`config.mk`:
```
export PLATFORM = sky130hd
export DESIGN_NAME = mdio_mgmt_ctrl
export DESIGN_NICKNAME = d
export VERILOG_FILES = /design/src/rtl/mdio_mgmt_ctrl.sv
export SDC_FILE = /design/constraint.sdc
export NUM_CORES = 1
export LEC_CHECK = 0
export ABC_AREA = 1
export ABC_CLOCK_PERIOD_IN_PS = 3200
export BUFFER_PORTS_ARGS = -buffer_cell sky130_fd_sc_hd__buf_2
export CAP_MARGIN = 40
export CORE_MARGIN = 8
export CORE_UTILIZATION = 57
export DETAILED_ROUTE_END_ITERATION = 16
export PLACE_DENSITY_LB_ADDON = 0.25
export REMOVE_ABC_BUFFERS = 1
export SLEW_MARGIN = 20
export SYNTH_ARGS = -nofsm -noshare
export SYNTH_HDL_FRONTEND = slang
export SYNTH_SLANG_ARGS = --single-unit
```
`constraint.sdc`:
```
create_clock -name clk -period 3.2 [get_ports clk]
set_clock_uncertainty 0.05 [all_clocks]
set_input_delay 0.48 -clock clk [delete_from_list [all_inputs] [get_ports clk]]
set_output_delay 0.48 -clock clk [all_outputs]
set_load 0.01 [all_outputs]
```
`src/rtl/mdio_mgmt_ctrl.sv`:
```
module mdio_mgmt_ctrl #(
  parameter int CLK_DIV = 8
) (
  input  logic        clk,
  input  logic        rst_n,
  input  logic        bus_sel,
  input  logic        bus_wr,
  input  logic        bus_addr,
  input  logic [31:0] bus_wdata,
  output logic [31:0] bus_rdata,
  output logic        mdc,
  output logic        mdio_out,
  output logic        mdio_oe,
  input  logic        mdio_in
);
  localparam int DIVW = (CLK_DIV > 2) ? $clog2(CLK_DIV) : 1;
  localparam logic [DIVW-1:0] RISE_AT = DIVW'(CLK_DIV / 2 - 1);
  localparam logic [DIVW-1:0] FALL_AT = DIVW'(CLK_DIV - 1);

  logic [4:0]      phy_q, reg_q;
  logic            wr_q, busy_q, mdc_q;
  logic [15:0]     data_q, rx_q;
  logic [DIVW-1:0] div_q;
  logic [5:0]      bit_q;
  logic [63:0]     frame;
  logic            host_wr, acc_we, dat_we, rise_tick, fall_tick, last_bit;
  logic            unused_bits;

  assign unused_bits = ^{bus_wdata[31:16], bus_wdata[5:2]};

  assign host_wr   = bus_sel & bus_wr & ~busy_q;
  assign acc_we    = host_wr & ~bus_addr;
  assign dat_we    = host_wr & bus_addr;
  assign rise_tick = busy_q && (div_q == RISE_AT);
  assign fall_tick = busy_q && (div_q == FALL_AT);
  assign last_bit  = fall_tick && (bit_q == 6'd63);

  assign frame = {32'hFFFF_FFFF, 2'b01, wr_q ? 2'b01 : 2'b10, phy_q, reg_q,
                  wr_q ? 2'b10 : 2'b00, wr_q ? data_q : 16'h0000};

  assign mdc      = mdc_q;
  assign mdio_out = busy_q & frame[6'd63 - bit_q];
  assign mdio_oe  = busy_q & (wr_q | (bit_q < 6'd46));

  assign bus_rdata = (bus_sel & ~bus_wr)
                   ? (bus_addr ? {16'h0000, data_q}
                               : {16'h0000, phy_q, reg_q, 4'h0, wr_q, busy_q})
                   : 32'h0000_0000;

  always_ff @(posedge clk) begin
    if (!rst_n) begin
      phy_q  <= '0;
      reg_q  <= '0;
      wr_q   <= 1'b0;
      busy_q <= 1'b0;
      data_q <= '0;
      rx_q   <= '0;
      div_q  <= '0;
      bit_q  <= '0;
      mdc_q  <= 1'b0;
    end else begin
      if (acc_we) begin
        phy_q  <= bus_wdata[15:11];
        reg_q  <= bus_wdata[10:6];
        wr_q   <= bus_wdata[1];
        busy_q <= bus_wdata[0];
        div_q  <= '0;
        bit_q  <= '0;
        mdc_q  <= 1'b0;
      end
      if (dat_we)
        data_q <= bus_wdata[15:0];
      if (busy_q) begin
        div_q <= fall_tick ? '0 : div_q + 1'b1;
        if (rise_tick) begin
          mdc_q <= 1'b1;
          if (!wr_q && bit_q >= 6'd48)
            rx_q <= {rx_q[14:0], mdio_in};
        end
        if (fall_tick) begin
          mdc_q <= 1'b0;
          bit_q <= bit_q + 1'b1;
        end
        if (last_bit) begin
          busy_q <= 1'b0;
          if (!wr_q)
            data_q <= rx_q;
        end
      end
    end
  end
endmodule

```
# Word level (Yosys, flattened, before mapping)
# Cells that the tools add are included.
# W data, S select, Z words.
[classes]
n_addsub = 3
multipliers = 0
div_mod_pow = 0
order_cmp = 3
eq_ne = 3
shifts = 0
muxes = 24
bitwise_logic = 11
reduce_logical = 7
[op_table]
columns = ["cell", "count"]
rows = [
  ["$mux W16", 7],
  ["$mux W6", 3],
  ["$mux W3", 3],
  ["$mux W1", 8],
  ["$and A1 B1 Y1", 7],
  ["$lt A6 B7 Y1 const B", 1],
  ["$add A6 B1 Y6 const B", 1],
  ["$bmux W1 S6", 1],
  ["$eq A6 B6 Y1 const B", 1],
  ["$ge A6 B6 Y1 const B", 1],
  ["$lt A6 B6 Y1 const B", 1],
  ["$sub A6 B6 Y6 const A", 1],
  ["$logic_and A1 B1 Y1", 4],
  ["$mux W2", 2],
  ["$add A3 B1 Y3 const B", 1],
  ["$eq A3 B2 Y1 const B", 1],
  ["$eq A3 B3 Y1 const B", 1],
  ["$not A1 Y1", 3],
  ["$reduce_and A3 Y1", 1],
  ["$reduce_bool A2 Y1", 1],
  ["$logic_not A1 Y1", 1],
  ["$or A1 B1 Y1", 1],
]
[totals]
regBits = 54
latch_bits = 0
ram_bits = 0
mem_bits_ro = 0
output_inout_bits = 35
word_cells = 60
mem_count = 0

# Depth between registers and ports, before layout
# Gate-level depths: netlist (run 1).
[depth]
ltp_word = 7
ltp_mapped = 12
depth_no_buf = 10

# Least setup slack after synthesis (run 1)
# Ideal clock, no wire load.
[synth_path]
kind = "register to output"
from = "register bit_q[0]"
to = "output mdio_out"
arrival_ps = 1461
t_required_ps = 2670
setup_slack_ps = 1209
path_stages_with_launch = 13
path_buffers = 2
cell_sequence = "dfxtp_1 > buf_2 > inv_2 > buf_2 > ha_1 > nand2_1 > nand3_1 > nand2_1 > inv_1 > nand2_1 > nand3_1 > nand2_1 > nor2_1"
[synth_via]
elab_chain_len = 4
[synth_lines]
columns = ["element", "line_no", "source"]
rows = [
  ["start, declared", "24", "logic [5:0] bit_q;"],
  ["start signal, assigned", "82", "bit_q <= bit_q + 1'b1;"],
  ["$sub A6 B6 Y6", "42", "assign mdio_out = busy_q & frame[6'd63 - bit_q];"],
  ["$bmux W1 S6", "42", ""],
  ["$mux W1 (not written as such)", "42", ""],
  ["$and A1 B1 Y1", "42", ""],
  ["end, declared", "12", "output logic mdio_out,"],
]
# Every way passes these cells. The select of a mux whose other input is x is not followed.

# Final worst setup path (run 1)
# Ends and elaborated chain as after synthesis.

==> key figures, run 1 <==
Logic synthesis
  • Syn Inst Count: 454
  • Warning count from the yosys run: 0
  • Synth area leader: dfxtp_1
  • Dominant cells by area after synthesis: dfxtp_1 37%, o21ai_0 12%, nor2_1 11%
  • Post-synth ARST share: 0
  • Post-synth top flop: dfxtp_1
  • Post-Syn Area per Cell: around 6.5 um2
  • Yosys top cell area share: 0.366
  • Post-synth EDFFs: 0
  • Synthesized flop and latch total: 54
  • Post-synthesis sequential area ratio: 0.366
  • Distinct cells, synth: 28
  • Synth Cell Area: between 2000 and 3000 um2
  • Top cells by count, synth: 88 x nor2_1, 75 x nand2_1, 71 x o21ai_0
  • Most common cell in the netlist: nor2_1

STA
  • Highest clock rate: around 0.4 GHz
  • Worst hold slack: approximately 0.36 ns
  • Crit path time final: around 2.5 ns
  • Relative slew margins: 0.514
  • Final setup fails: 0
  • RSZ-0062 raised after global routing: no
  • Max Slew Vio Count: 0
  • Setup TNS after final layout: 0 ns
  • Final Hold Vio Count: 0
  • Worst Tran Pin Value: between 0.7 and 0.8 ns
  • Post-route clock period utilization: 0.794

Clock network
  • Clock Latency Late Sink: 0.31 ns
  • Clock sinks: 54
  • Post-CTS Setup Inserts: 0
  • CTS H-tree lvls: 2
  • Resized Gates After CTS: 0
  • CTS Buf Count: 5
  • Clk Tree Root Cell: clkbuf_8
  • Clock slew at reported path FFs: about 0.1 ns
  • Cts hold-fix bufs: 0
  • Clk buf depth: 2
  • CTS tree: done

Place
  • Placed Area: about 3100 um2
  • Gpl congestion: 0.890
  • Final HPWL DP: 4.97 mm
  • PortBufs: 40

Drt
  • Residual DRC: 0
  • Total number of vias: approximately 2800
  • Uppermost layer routed: met4
  • Routed WL: 7.16 mm
  • Wirelength per Cell: between 10 and 15 um
  • Final ANT Viol Nets: 0
  • Met2 wire length: 3.42 mm
  • Initial drt markers: roughly 230
  • Via density: between 5 and 6
  • Met1 Routed Length: 3.17 mm
  • Drt first pass iters: 4
  • Met3 WL: 486 um

Global route
  • GRT Util Overall: 0.191
  • Antenna violations before repair: 0
  • Pin count of the biggest net entering global routing: 49
  • GRT overflow: 0
  • Global-route wire length before repair: between 10 and 15 mm
  • Vias in the first global route: roughly 2500

Setup path
  • R2r setup slk: about 1.1 ns
  • R2R Path Start: div_q[0]
  • Cells on worst reg2reg path: 8
  • Setup crit end: mdio_out
  • Crit path DAT: between 2 and 2.5 ns
  • Setup crit start kind: register
  • Crit Path Max Fanout: 15
  • FF-to-FF End: rx_q[1]
  • Critical Path End Type: output pin
  • Critical Path RT: about 2.7 ns
  • CP startpoint: bit_q[0]
  • Worst setup path category: register to output pin

Layout
  • Nets: about 520
  • Post-route cell area: 3190 um2
  • Layout cells sized above 1: 0.123
  • Layout area overhead: 7.88%
  • Antenna Cells: 0

Floorplan
  • Initial Utilization: 0.586
  • Row count: 26
  • Die height: around 88 um
  • Die X: 88.0 um
  • # IOs: 73
  • Core box area: 5040 um2
  • Die area: 7740 um2

Power
  • IR drop worst, VDD: around 0.26 mV
  • Cell Pwr Density: between 300 and 400 nW/um2
  • Leakage power: around 0.0015 uW

Min path
  • Hold Path Class: primary input to register

Job
  • Total of max-cap violations: 0

Run status
  • Run status: finished, final reports clean
[area by class of cell]
class                   instances  area [um2]
fillers                       476        1860
multi-input cells             322        1480
flip-flops and latches         54        1080
repair buffers                 43         223
inverters                      54         205
well taps                      70        87.6
clock buffers                   5        68.8
clock inverters                 3        40.0
[power breakdown]
| part | switching [uW] | internal (uW) |
|---|---|---|
| combinational | 74.2 | 36.8 |
| clock | 224 | 231 |
| sequential | 11.4 | 686 |
| total | 309 | 954 |
[worst min-delay path by stage]
stage | start | endpoint | slack (ns) | cells after the start
floorplan | div_q[0] | div_q[0] | 0.38 | 1
global placement | div_q[0] | div_q[0] | 0.40 | 1
detailed placement | div_q[0] | div_q[0] | 0.40 | 1
CTS | bus_wdata[12] | phy_q[1] | 0.35 | 3
global route | bus_wdata[6] | reg_q[0] | 0.36 | 3
finish | bus_wdata[12] | phy_q[1] | 0.36 | 3
[sequential cells by signal, summed over array words and instances, names as in the netlist]
signal and count:
reg_q 5, phy_q 5, wr_q 1, div_q 3
rx_q 16, busy_q 1, bit_q 6, mdc 1
data_q 16
[placed cells by master, fill, tap and decap left out, types with 2 or more instances in the layout]
cell / instances
nand3_1: 20
o21ai_0: 71
nor2_1: 88
buf_4: 3
o21ai_1: 2
conb_1: 16
a21oi_1: 32
ha_1: 5
nand2_2: 2
a211oi_1: 2
buf_2: 40
inv_1: 50
clkinv_1: 2
nand2_1: 75
clkinv_2: 2
clkbuf_8: 5
dfxtp_1: 54
[kinds of logic after synthesis]
group	after synthesis	synth area share
adders and majority gates	5	0.0212
DFF	54	0.366
buffers and inverters	93	0.152
other	1	0.00127
and+or+nand+nor	191	0.269
AOI/OAI and AO/OA	110	0.191
[stage by stage]
stage	setup WS, ns	power [uW]	cells	util
2_1_floorplan	1.09	776	430	-
3_3_place_gp	0.946	820	543	0.610
3_5_place_dp	0.925	822	543	0.610
4_1_cts	0.659	1270	551	0.632
5_1_grt	0.485	1320	551	0.632
6_report	0.661	1260	551	0.632
[routing by layer]
layer  up-vias  GRT usage
met2        85      0.320
met4         0     0.0641
met5         -          0
li1       1463          -
met3         8     0.0356
met1      1238      0.238
[critical path, cell delays in order (launching register included)]
cell and delay [ns]:
dfxtp_1 0.54, inv_2 0.21, ha_1 0.32, nand2_1 0.05
nand3_1 0.07, nand2_1 0.05, inv_1 0.05, nand2_1 0.04
nand3_1 0.06, nand2_1 0.05, nor2_1 0.12, buf_2 0.15
Note: power is estimated with default switching activity, not from simulation.
==> run 2, diff against run 1 <==
--- a/config.mk
+++ b/config.mk
@@ -6,11 +6,11 @@
 export NUM_CORES = 1
 export LEC_CHECK = 0
 export ABC_AREA = 1
-export ABC_CLOCK_PERIOD_IN_PS = 3200
+export ABC_CLOCK_PERIOD_IN_PS = 2500
 export BUFFER_PORTS_ARGS = -buffer_cell sky130_fd_sc_hd__buf_2
 export CAP_MARGIN = 40
 export CORE_MARGIN = 8
-export CORE_UTILIZATION = 57
+export CORE_UTILIZATION = 53
 export DETAILED_ROUTE_END_ITERATION = 16
 export PLACE_DENSITY_LB_ADDON = 0.25
 export REMOVE_ABC_BUFFERS = 1
==> constraint.sdc (replaced) <==
create_clock -name clk -period 2.5 [get_ports clk]
set_clock_uncertainty 0.05 [all_clocks]
set_input_delay 0.375 -clock clk [delete_from_list [all_inputs] [get_ports clk]]
set_output_delay 0.375 -clock clk [all_outputs]
set_load 0.01 [all_outputs]
==> key figures, run 2 (same netlist as run 1, synthesis figures left out) <==
Run status
  • Run status: finished, final reports clean

STA
  • Highest clock rate: ~0.44 GHz
  • Relative slew margins: 0.584 (+0.0693)
  • Final Hold Vio Count: 0 (unchanged)
  • Post-route clock period utilization: 0.918
  • Final setup fails: 0 (unchanged)
  • Crit path time final: 2.29 ns
  • RSZ-0062 raised after global routing: no
  • Slack of the critical path: 0.205 ns (-0.455 ns)
  • Setup TNS after final layout: 0 ns (unchanged)
  • Worst hold slack: 0.254 ns (-0.106 ns)
  • Max Slew Vio Count: 0 (unchanged)
  • Worst Tran Pin Value: 0.624 ns (-0.105 ns)

Global route
  • Antenna violations before repair: 0 (unchanged)
  • Met3 Usage GRT: 0.0424 (+0.00675)
  • GRT Util Overall: 0.176 (-0.0148)
  • Pin count of the biggest net entering global routing: 33 (-33%)
  • Global-route wire length before repair: 12.2 mm (+3.7%)
  • GRT overflow: 0 (unchanged)
  • Met1 Usage GRT: 0.208 (-0.0299)
  • Vias in the first global route: 2686 (+5.7%)
  • Busiest grt layer: met2
  • Met2 Track Usage GR: 0.305 (-0.0156)

Floorplan
  • Die area: 8220 um2 (+6.2%)
  • Initial Utilization: 0.543 (-0.0427)
  • Die X: 90.6 um (+3.0%)
  • # IOs: 73 (unchanged)
  • Core box area: 5440 um2 (+7.9%)
  • Die height: 90.6 um (+3.0%)
  • Row count: 27 (+3.8%)

Drt
  • Routed WL: 7.25 mm (+1.2%)
  • Drt first pass iters: 4 (unchanged)
  • Final ANT Viol Nets: 0 (unchanged)
  • Wirelength per Cell: 13.0 um (about the same)
  • Via density: 5.08 (+0.12%)
  • Residual DRC: 0 (unchanged)
  • Total number of vias: 2833 (+1.4%)
  • Initial drt markers: 213 (-5.3%)

Power
  • Pint: 1250 uW (+31%)
  • Psw: 385 uW (+25%)
  • Combinational Power Share: 0.089 (about the same)
  • Leakage power: 0.00157 uW (+1.7%)
  • Cell Pwr Density: 505 nW/um2 (+27%)
  • Clock share of power: 0.364 (+0.004)
  • IR drop worst, VDD: 0.328 mV (+28%)
  • Share of power burned in registers: 0.546 (-0.007)
  • Sw Share: 0.235 (-0.00938)

Setup path
  • R2R Path Start: bit_q[1]
  • Crit path DAT: 1.87 ns (-0.14 ns)
  • Critical Path End Type: output pin
  • Crit Path Max Fanout: 10 (-5)
  • Critical Path RT: 2.08 ns (-0.59 ns)
  • Setup crit start kind: register
  • R2r setup slk: 0.51 ns (-0.57 ns)
  • Cells on worst reg2reg path: 8 (unchanged)
  • FF-to-FF End: data_q[0]
  • Worst setup path category: register to output pin

Place
  • Gpl congestion: 0.935 (+5.0%)
  • PortBufs: 40 (unchanged)
  • Final HPWL DP: 5.23 mm (+5.2%)
  • Place WS: 0.520 ns (-0.405 ns)

Min path
  • Min-Delay Endpoint: phy_q[3]
  • Worst hold start: bus_wdata[14]
  • Hold Path Class: primary input to register
  • Hold depth: 3 (unchanged)

Clock network
  • Post-CTS Setup Inserts: 0 (unchanged)
  • Clock sinks: 54 (unchanged)
  • Clk buf depth: 2 (unchanged)
  • Clk Tree Root Cell: clkbuf_8
  • Clock slew at reported path FFs: 0.10 ns (about the same)
  • Resized Gates After CTS: 0 (unchanged)
  • CTS H-tree lvls: 2 (unchanged)
  • Clock Latency Late Sink: 0.31 ns (about the same)
  • CTS tree: done
  • CTS Buf Count: 5 (unchanged)
  • Cts hold-fix bufs: 0 (unchanged)

Job
  • Total of max-cap violations: 0 (unchanged)

Layout
  • Layout area overhead: 9.62%
  • Most frequent cells in the layout: 88 x nor2_1, 75 x nand2_1, 71 x o21ai_0
  • Post-Route Utilization: 0.595 (-0.0366)
  • Most common cell after layout, fill and taps aside: nor2_1
  • Top Registers: data_q: 16 flops, rx_q: 16 flops, bit_q: 6 flops
  • Layout cells sized above 1: 0.132 (+0.00903)
  • Antenna Cells: 0 (unchanged)
  • Nets: 529 (+1.1%)
## run 2: cell types whose count changed in the layout (fill, tap and decap cells not counted)
cell and delta:
clkinv_2 -2, clkbuf_8 +1, buf_4 +6
## run 2: cell type report
class | instances | area, um2
Fill cell | 551 | 2200
Sequential cell | 54 | 1080
Timing Repair Buffer | 49 | 268
Inverter | 54 | 205
Clock buffer | 6 | 82.6
Tap cell | 72 | 90.1
Multi-Input combinational cell | 322 | 1480
Clock inverter | 1 | 30.0
## run 2: stage by stage
step,instance area [um2],total power [uW],std cells
after detailed placement,3120,1060,551
after floorplan,2770,993,430
after global routing,3240,1700,558
final,3240,1640,558
after CTS,3240,1640,558
after global placement,3120,1050,551
## run 2: critical path, stage by stage (launching register included)
cell and delay (ns):
dfxtp_1 0.49, clkinv_1 0.32, nor2_1 0.17, nand2_1 0.06, nand2_1 0.05, nor2_1 0.04
nor2_1 0.09, nor2_1 0.05, nor2_1 0.13, buf_2 0.15
## run 2: power by group through the flow
stage	combinational, uW	sequential [uW]	clock, uW
floorplan	83.7	909	0
global placement	142	913	0
detailed placement	144	913	0
CTS	145	893	605
global route	168	896	637
finish	146	893	596
## run 2: worst max-delay path by stage
stage / from / to / slack, ns / cells past startpoint
finish: bit_q[1] / mdio_out / 0.21 / 9
global route: bit_q[1] / mdio_out / 0.03 / 9
CTS: bit_q[1] / mdio_out / 0.21 / 9
detailed placement: bit_q[1] / data_q[0] / 0.52 / 8
global placement: bit_q[1] / data_q[0] / 0.54 / 8
floorplan: bit_q[0] / mdio_out / 0.50 / 10
## run 2: routing by layer
| metal | vias up | share of wire |
|---|---|---|
| met1 | 1265 | 0.43 |
| met5 | - | 0 |
| li1 | 1471 | - |
| met3 | 12 | 0.067 |
| met4 | 0 | 0.017 |
| met2 | 85 | 0.48 |
